**src/rtl/spm_pkg.sv**
```systemverilog
package spm_pkg;
    localparam int EW   = 8;
    localparam int FW   = 23;
    localparam int WW   = 1 + EW + FW;
    localparam int MW   = FW + 1;
    localparam int PW   = 2 * MW;
    localparam int XW   = EW + 2;
    localparam int BIAS = (1 << (EW - 1)) - 1;
    localparam int EMAX = (1 << EW) - 1;

    typedef enum logic [1:0] {
        KIND_NUM  = 2'd0,
        KIND_ZERO = 2'd1,
        KIND_INF  = 2'd2,
        KIND_NAN  = 2'd3
    } kind_e;

    typedef struct packed {
        logic                 vld;
        kind_e                kind;
        logic                 sgn;
        logic signed [XW-1:0] exp;
        logic [MW-1:0]        ma;
        logic [MW-1:0]        mb;
    } st1_t;

    typedef struct packed {
        logic                 vld;
        kind_e                kind;
        logic                 sgn;
        logic signed [XW-1:0] exp;
        logic [PW-1:0]        prod;
    } st2_t;

    typedef struct packed {
        logic          vld;
        logic [WW-1:0] res;
        logic          ovf;
        logic          unf;
    } st3_t;

    typedef struct packed {
        st1_t s1;
        st2_t s2;
        st3_t s3;
    } pipe_t;
endpackage

```
**src/rtl/spm_unpack.sv**
```systemverilog
module spm_unpack
    import spm_pkg::*;
(
    input  logic [WW-1:0] op,
    output logic          sgn,
    output logic [EW-1:0] exp,
    output logic [MW-1:0] mant,
    output logic          is_zero,
    output logic          is_inf,
    output logic          is_nan
);
    logic [FW-1:0] frac;
    logic          exp_ones;

    always_comb begin
        sgn      = op[WW-1];
        exp      = op[WW-2 -: EW];
        frac     = op[FW-1:0];
        exp_ones = &exp;
        // exponent field zero: subnormal inputs are flushed to zero
        is_zero  = (exp == '0);
        is_inf   = exp_ones && (frac == '0);
        is_nan   = exp_ones && (frac != '0);
        mant     = {1'b1, frac};
    end
endmodule

```
**src/rtl/spm_round.sv**
```systemverilog
module spm_round
    import spm_pkg::*;
(
    input  logic [PW-1:0]        prod,
    input  logic signed [XW-1:0] exp_in,
    input  logic                 sgn,
    output logic [WW-1:0]        res,
    output logic                 ovf,
    output logic                 unf
);
    localparam logic signed [XW-1:0] EXP_MIN = XW'(1);
    localparam logic signed [XW-1:0] EXP_TOP = XW'(EMAX - 1);

    logic                 top;
    logic signed [XW-1:0] exp_n;
    logic signed [XW-1:0] exp_r;
    logic [MW-1:0]        kept;
    logic                 grd;
    logic                 rnd;
    logic                 stk;
    logic                 up;
    logic [MW:0]          msum;

    always_comb begin
        top = prod[PW-1];
        if (top) begin
            kept = prod[PW-1 -: MW];
            grd  = prod[PW-1-MW];
            rnd  = prod[PW-2-MW];
            stk  = |prod[PW-3-MW:0];
        end else begin
            kept = prod[PW-2 -: MW];
            grd  = prod[PW-2-MW];
            rnd  = prod[PW-3-MW];
            stk  = |prod[PW-4-MW:0];
        end
        exp_n = exp_in + XW'(top);
        up    = grd & (rnd | stk | kept[0]);
        msum  = {1'b0, kept} + (MW+1)'(up);
        exp_r = msum[MW] ? exp_n + EXP_MIN : exp_n;
        unf   = (exp_n < EXP_MIN);
        ovf   = !unf && (exp_r > EXP_TOP);
        if (unf) begin
            res = {sgn, {(WW-1){1'b0}}};
        end else if (ovf) begin
            res = {sgn, {EW{1'b1}}, {FW{1'b0}}};
        end else begin
            res = {sgn, exp_r[EW-1:0], msum[FW-1:0]};
        end
    end
endmodule

```
**src/rtl/spm_fmul_pipe.sv**
```systemverilog
module spm_fmul_pipe
    import spm_pkg::*;
(
    input  logic          clk,
    input  logic          rst_n,
    input  logic          in_valid,
    input  logic [31:0]   in_a,
    input  logic [31:0]   in_b,
    output logic          out_valid,
    output logic [31:0]   out_prod,
    output logic          out_ovf,
    output logic          out_unf
);
    localparam logic [WW-1:0] QNAN = {1'b0, {EW{1'b1}}, 1'b1, {(FW-1){1'b0}}};

    pipe_t pipe_d, pipe_q;

    logic          sa, sb;
    logic [EW-1:0] ea, eb;
    logic [MW-1:0] ma, mb;
    logic          za, zb, ia, ib, na, nb;
    logic [WW-1:0] rnd_res;
    logic          rnd_ovf, rnd_unf;

    spm_unpack u_unpack_a (
        .op(in_a), .sgn(sa), .exp(ea), .mant(ma),
        .is_zero(za), .is_inf(ia), .is_nan(na)
    );

    spm_unpack u_unpack_b (
        .op(in_b), .sgn(sb), .exp(eb), .mant(mb),
        .is_zero(zb), .is_inf(ib), .is_nan(nb)
    );

    spm_round u_round (
        .prod(pipe_q.s2.prod), .exp_in(pipe_q.s2.exp), .sgn(pipe_q.s2.sgn),
        .res(rnd_res), .ovf(rnd_ovf), .unf(rnd_unf)
    );

    always_comb begin
        pipe_d = pipe_q;

        // stage 1: classify, sign, biased exponent sum minus one bias
        pipe_d.s1.vld = in_valid;
        pipe_d.s1.sgn = sa ^ sb;
        pipe_d.s1.exp = XW'(ea) + XW'(eb) - XW'(BIAS);
        pipe_d.s1.ma  = ma;
        pipe_d.s1.mb  = mb;
        if (na || nb || (ia && zb) || (ib && za)) begin
            pipe_d.s1.kind = KIND_NAN;
        end else if (ia || ib) begin
            pipe_d.s1.kind = KIND_INF;
        end else if (za || zb) begin
            pipe_d.s1.kind = KIND_ZERO;
        end else begin
            pipe_d.s1.kind = KIND_NUM;
        end

        // stage 2: significand product
        pipe_d.s2.vld  = pipe_q.s1.vld;
        pipe_d.s2.kind = pipe_q.s1.kind;
        pipe_d.s2.sgn  = pipe_q.s1.sgn;
        pipe_d.s2.exp  = pipe_q.s1.exp;
        pipe_d.s2.prod = PW'(pipe_q.s1.ma) * PW'(pipe_q.s1.mb);

        // stage 3: normalize, round, range check, special select
        pipe_d.s3.vld = pipe_q.s2.vld;
        pipe_d.s3.ovf = 1'b0;
        pipe_d.s3.unf = 1'b0;
        unique case (pipe_q.s2.kind)
            KIND_NUM: begin
                pipe_d.s3.res = rnd_res;
                pipe_d.s3.ovf = rnd_ovf & pipe_q.s2.vld;
                pipe_d.s3.unf = rnd_unf & pipe_q.s2.vld;
            end
            KIND_ZERO: pipe_d.s3.res = {pipe_q.s2.sgn, {(WW-1){1'b0}}};
            KIND_INF:  pipe_d.s3.res = {pipe_q.s2.sgn, {EW{1'b1}}, {FW{1'b0}}};
            default:   pipe_d.s3.res = QNAN;
        endcase
    end

    always_ff @(posedge clk or negedge rst_n) begin
        if (!rst_n) begin
            pipe_q <= '0;
        end else begin
            pipe_q <= pipe_d;
        end
    end

    assign out_valid = pipe_q.s3.vld;
    assign out_prod  = pipe_q.s3.res;
    assign out_ovf   = pipe_q.s3.ovf;
    assign out_unf   = pipe_q.s3.unf;
endmodule

```
**config.mk**
```make
export PLATFORM = sky130hd
export DESIGN_NAME = spm_fmul_pipe
export DESIGN_NICKNAME = d
export VERILOG_FILES = /design/src/rtl/spm_pkg.sv /design/src/rtl/spm_unpack.sv /design/src/rtl/spm_round.sv /design/src/rtl/spm_fmul_pipe.sv
export SDC_FILE = /design/constraint.sdc
export NUM_CORES = 2
export LEC_CHECK = 0
export CAP_MARGIN = 40
export CORE_MARGIN = 5
export CORE_UTILIZATION = 45
export CTS_CLUSTER_DIAMETER = 50
export DETAILED_ROUTE_END_ITERATION = 7
export PLACE_DENSITY = 0.6
export RECOVER_POWER = 100
export REMOVE_ABC_BUFFERS = 1
export SLEW_MARGIN = 20
export SYNTH_ARGS = -nofsm -noshare
export SYNTH_HDL_FRONTEND = slang
export SYNTH_HIERARCHICAL = 1
export SYNTH_SLANG_ARGS = --single-unit
```
**constraint.sdc**
```tcl
create_clock -name clk -period 9.5 [get_ports clk]
set_input_delay 0.95 -clock clk [delete_from_list [all_inputs] [get_ports clk]]
set_output_delay 0.95 -clock clk [all_outputs]
set_load 0.05 [all_outputs]
```
# After elaboration in Yosys (flattened, before gate mapping)
# Cells that the tools add are included.
# word_totals
output_inout_bits	35
input_bits	67
reg_bits	159
wordCells	67
# op_classes
n_lt_le_gt_ge	2
n_bitwise	6
mux	12
n_reduce_logical	24
eq_ne	2
multipliers	1
n_addsub	5
# op_table
cell	count
32-bit one-hot mux with 3 select lines	1
31-bit two-way mux	2
24-bit by 24-bit multiplier with 48-bit output	1
23-bit zero test	2
23-bit nonzero test	2
24-bit by 1-bit adder with 25-bit output	1
24-bit two-way mux	1
22-bit OR reduction	1
21-bit OR reduction	1
8-bit zero test	2
8-bit AND reduction	2
10-bit by 1-bit adder with 10-bit output	1
10-bit by 2-bit adder with 10-bit output (second input constant)	1
10-bit by 9-bit > comparator with 1-bit output (second input constant)	1
10-bit by 2-bit less-than comparator with 1-bit output (second input constant)	1
10-bit two-way mux	1
9-bit by 7-bit subtractor with 10-bit output (second input constant)	1
8-bit by 8-bit adder with 9-bit output	1
1-bit logical AND	7
2-bit two-way mux	3
1-bit logical OR	5
1-bit two-way mux	4
1-bit bitwise AND	3
2-bit by 1-bit equality test with 1-bit output (second input constant)	1
5 further kinds	6

# Logic depth before layout (Yosys ltp)
# logic_depth
depth_word	12
depth_mapped	26
mapped_depth_nobuf	24

# Cells and area by module
# The synthesis kept the hierarchy.
# by_module_without_submodules
module	seq_area_each_um2	area_per_inst_um2	cells_each	instances
spm_fmul_pipe	3978.8	24135.6	2498	1
spm_round	0.0	2103.3	313	1
spm_unpack	0.0	350.3	50	2

# Worst setup path after synthesis
# Ideal clock, no wire load.
# synth_path
path_type	reg2reg
start	register pipe_q[112] (netlist bit)
end	register pipe_q[81] (netlist bit)
path_slack_ns	2.921
setup_time_ns	0.104
n_path_buf	2
stages_incl_launch_ff	23
period_less_slack_ns	6.579
arrival_time_ns	6.475
required_time_ns	9.396
path_cell_list	dfrtp_1 clkbuf_1 nand2_1 fa_1 inv_1 fa_1 fa_1 fa_1 fa_1 fa_1 inv_1 fa_1 inv_1 ha_1 buf_6 a21o_1 a21oi_1 o21bai_1 a221oi_2 o21ai_1 a221o_1 or4_1 o311ai_1
# synth_rtl
item	line	text
start: declaration	spm_fmul_pipe.sv:16	pipe_t pipe_d, pipe_q;
start signal: assignment	spm_fmul_pipe.sv:86	pipe_q <= pipe_d;

==> run metrics <==
status=complete, but fails checks; failing checks=capacitance limit, slew limit; site row count=89; Non-Filler Instances=3625; commonest non-fill, non-tap cells in the layout=567 x inv_1, 483 x fa_1, 352 x nand2_1; DP Cell Count=3587; Worst R2R End=pipe_q[81]$_DFF_PN0_; num ports=102; GRT Total Usage=22.8%; total CTS buffers=17; Crit. Startpoint=pipe_q[106]$_DFF_PN0_; utilization after layout=48.5%; Reg2Reg Depth=21; Tmin final=8040 ps; worst skew pair latency=between 400 and 500 ps; full die area=approximately 0.065 mm^2; CTS tree=yes; net count reported at finish=roughly 3600; setup repair after global routing missed its margin=no; share of cells above drive strength 1=between 3 and 4%; vias in the first global route=20900; TritonRoute pass-1 iters=5; largest net degree at the start of global routing=81; Post-CTS Setup Bufs=0; Crit. End Element=flop; Die X-Extent=roughly 250 um; Yosys top cell by area=fa_1; Routed WL per cell=19.8 um; worst min-delay path category=reg2reg; HPWL after DPL=56.2 mm; Peak Freq=around 120 MHz; post-DR vias/cell=around 5.3; cts repair resizes=0; R2R Path Start=pipe_q[106]$_DFF_PN0_; Crit path required time=9820 ps; Post-Synthesis Cells=just under 3000; Area Overhead vs Synth=6.36%; Max Slew Vio Count=175; core footprint=around 0.06 mm^2; synthesized area=between 0.02 and 0.03 mm^2; largest cells by area after synthesis=fa_1 36%, dfrtp_1 15%, ha_1 9.0%; DRC=0; GP Congestion=0.906; initial DRC count=1229; hold-critical path endpoint=pipe_q[90]$_DFF_PN0_; number of clock sinks=159; max_cap viols=3; endpoints failing setup=0; final hold vios=0; Yosys reg bits=around 160; GR Overflow Total=0; initial antenna violation count=3; clk buf depth=2; Reg2Reg Setup Slack=approximately 1500 ps; Avg Inst Size Synth=about 9 um^2; ys flop type=dfrtp_1; hold depth=0; FFs w/ async S/R, synth=100%; Die Span Y=approximately 250 um; Setup Total Neg Slack=0 ps; Seq/Total Area, Yosys=~15%; Initial Utilization=a little under half; WS Path Type=reg2reg; final wirelength=71.7 mm; DR vias=19200; post-synth cell types=78; Clock Skew=17.9 ps; Least-Margin Pin Slew=about 4400 ps; crit path DAT=about 8400 ps; Slew Limit Headroom=-195%; min-delay src=pipe_d[90]$_DFF_PN0_; fin worst setup slack=around 1500 ps; Final period util=a little over four fifths; number of synthesized flops with an enable pin=0; first-pass GRT wire length=116 mm; Warnings, synthesis=6; root buf cell=clkbuf_16; hold buffer count at CTS=0; CP max FO=14; Port Buffers=a little over 100; worst slack, placed=about 2000 ps; most common cell after layout, fill and taps aside=inv_1; H-Tree Depth=4; crit path launch type=flop; post-synth top area share=between 30% and 40%; ANT nets after route=0; Reg clk slew, reported paths=80 ps
-- critical path, stage by stage (launching register included) --
cell,delay (ps)
dfrtp_1,810
clkbuf_1,800
nand2_1,180
fa_1,570
fa_1,560
inv_1,60
fa_1,530
fa_1,450
fa_1,520
fa_1,560
inv_1,60
fa_1,530
inv_1,40
ha_1,390
a21o_1,210
a21oi_1,130
o21bai_1,130
a221oi_2,250
o21ai_1,150
a221o_1,350
or4_1,460
o311ai_0,120
-- how the worst max path moves through the flow --
stage / slack [ps] / cells after the start / to
after floorplan: 2920 / 20 / pipe_q[81]$_DFF_PN0_
final: 1460 / 21 / pipe_q[81]$_DFF_PN0_
after CTS: 2020 / 21 / pipe_q[81]$_DFF_PN0_
after detailed placement: 2060 / 21 / pipe_q[81]$_DFF_PN0_
after global placement: 2140 / 23 / pipe_q[78]$_DFF_PN0_
after global routing: 1040 / 21 / pipe_q[80]$_DFF_PN0_
-- layout make-up --
class	count	area, um^2
well taps	773	967
repair buffers	149	1610
fillers	5565	30500
inverters	568	2130
clock inverters	13	150
clock buffers	19	433
multi-input cells	1943	19400
diodes	1	2.50
flip-flops and latches	159	3980
-- routing by layer --
layer  wire length, um  share of wire (%)  up-vias  GRT usage [%]
met3              4150                5.8      127           2.75
met1             31700                 44     9864           32.4
li1                  -                  -     8566              -
met5                 0                  0        -              0
met2             33900                 47      614           37.5
met4              1950                2.7        0           5.72
-- cell usage after synthesis, types with 4 or more instances --
cell type	count
a211oi_1	13
a211oi_2	7
a21o_1	43
a21oi_1	66
a31oi_1	5
and2_1	320
and3_1	12
and4_1	7
buf_2	11
buf_4	103
buf_6	5
clkbuf_1	118
dfrtp_1	159
fa_1	483
ha_1	194
inv_1	567
mux2_2	5
mux2i_1	22
nand2_1	352
nand2b_1	14
nand3_1	38
nand4_1	30
nor2_1	74
nor2b_1	8
nor3_1	18
nor4_1	21
o21a_1	4
o21ai_0	29
o21ai_1	5
o21bai_1	11
or4_1	6
xnor2_1	58
xor2_1	37
-- flip-flops by register name (all words and copies together), names as in the netlist --
register,flops
out_unf,1
pipe_d,15
out_valid,1
pipe_q,109
out_prod,32
out_ovf,1
-- logic make-up after synthesis --
family                     Yosys count  synth area share [%]
AOI/OAI and AO/OA                  220                  5.71
muxes                               27                  1.03
DFF                                159                  14.8
xor gates and xnor gates            96                  3.15
and+or+nand+nor                    921                  17.5
buffers and inverters              809                  12.9
adders and majority gates          677                  44.9
other                                2                0.0279
-- per-stage QoR --
step                      cell area [um^2]  hold slack [ps]
after floorplan                      25600              331
after global placement               27800              334
after detailed placement             28100              336
after CTS                            28700              352
after global routing                 28700              355
final                                28700              349
Power is left out: the tool's default activity adds up to more than one toggle a clock period on the data nets, which glitch-free logic cannot reach.
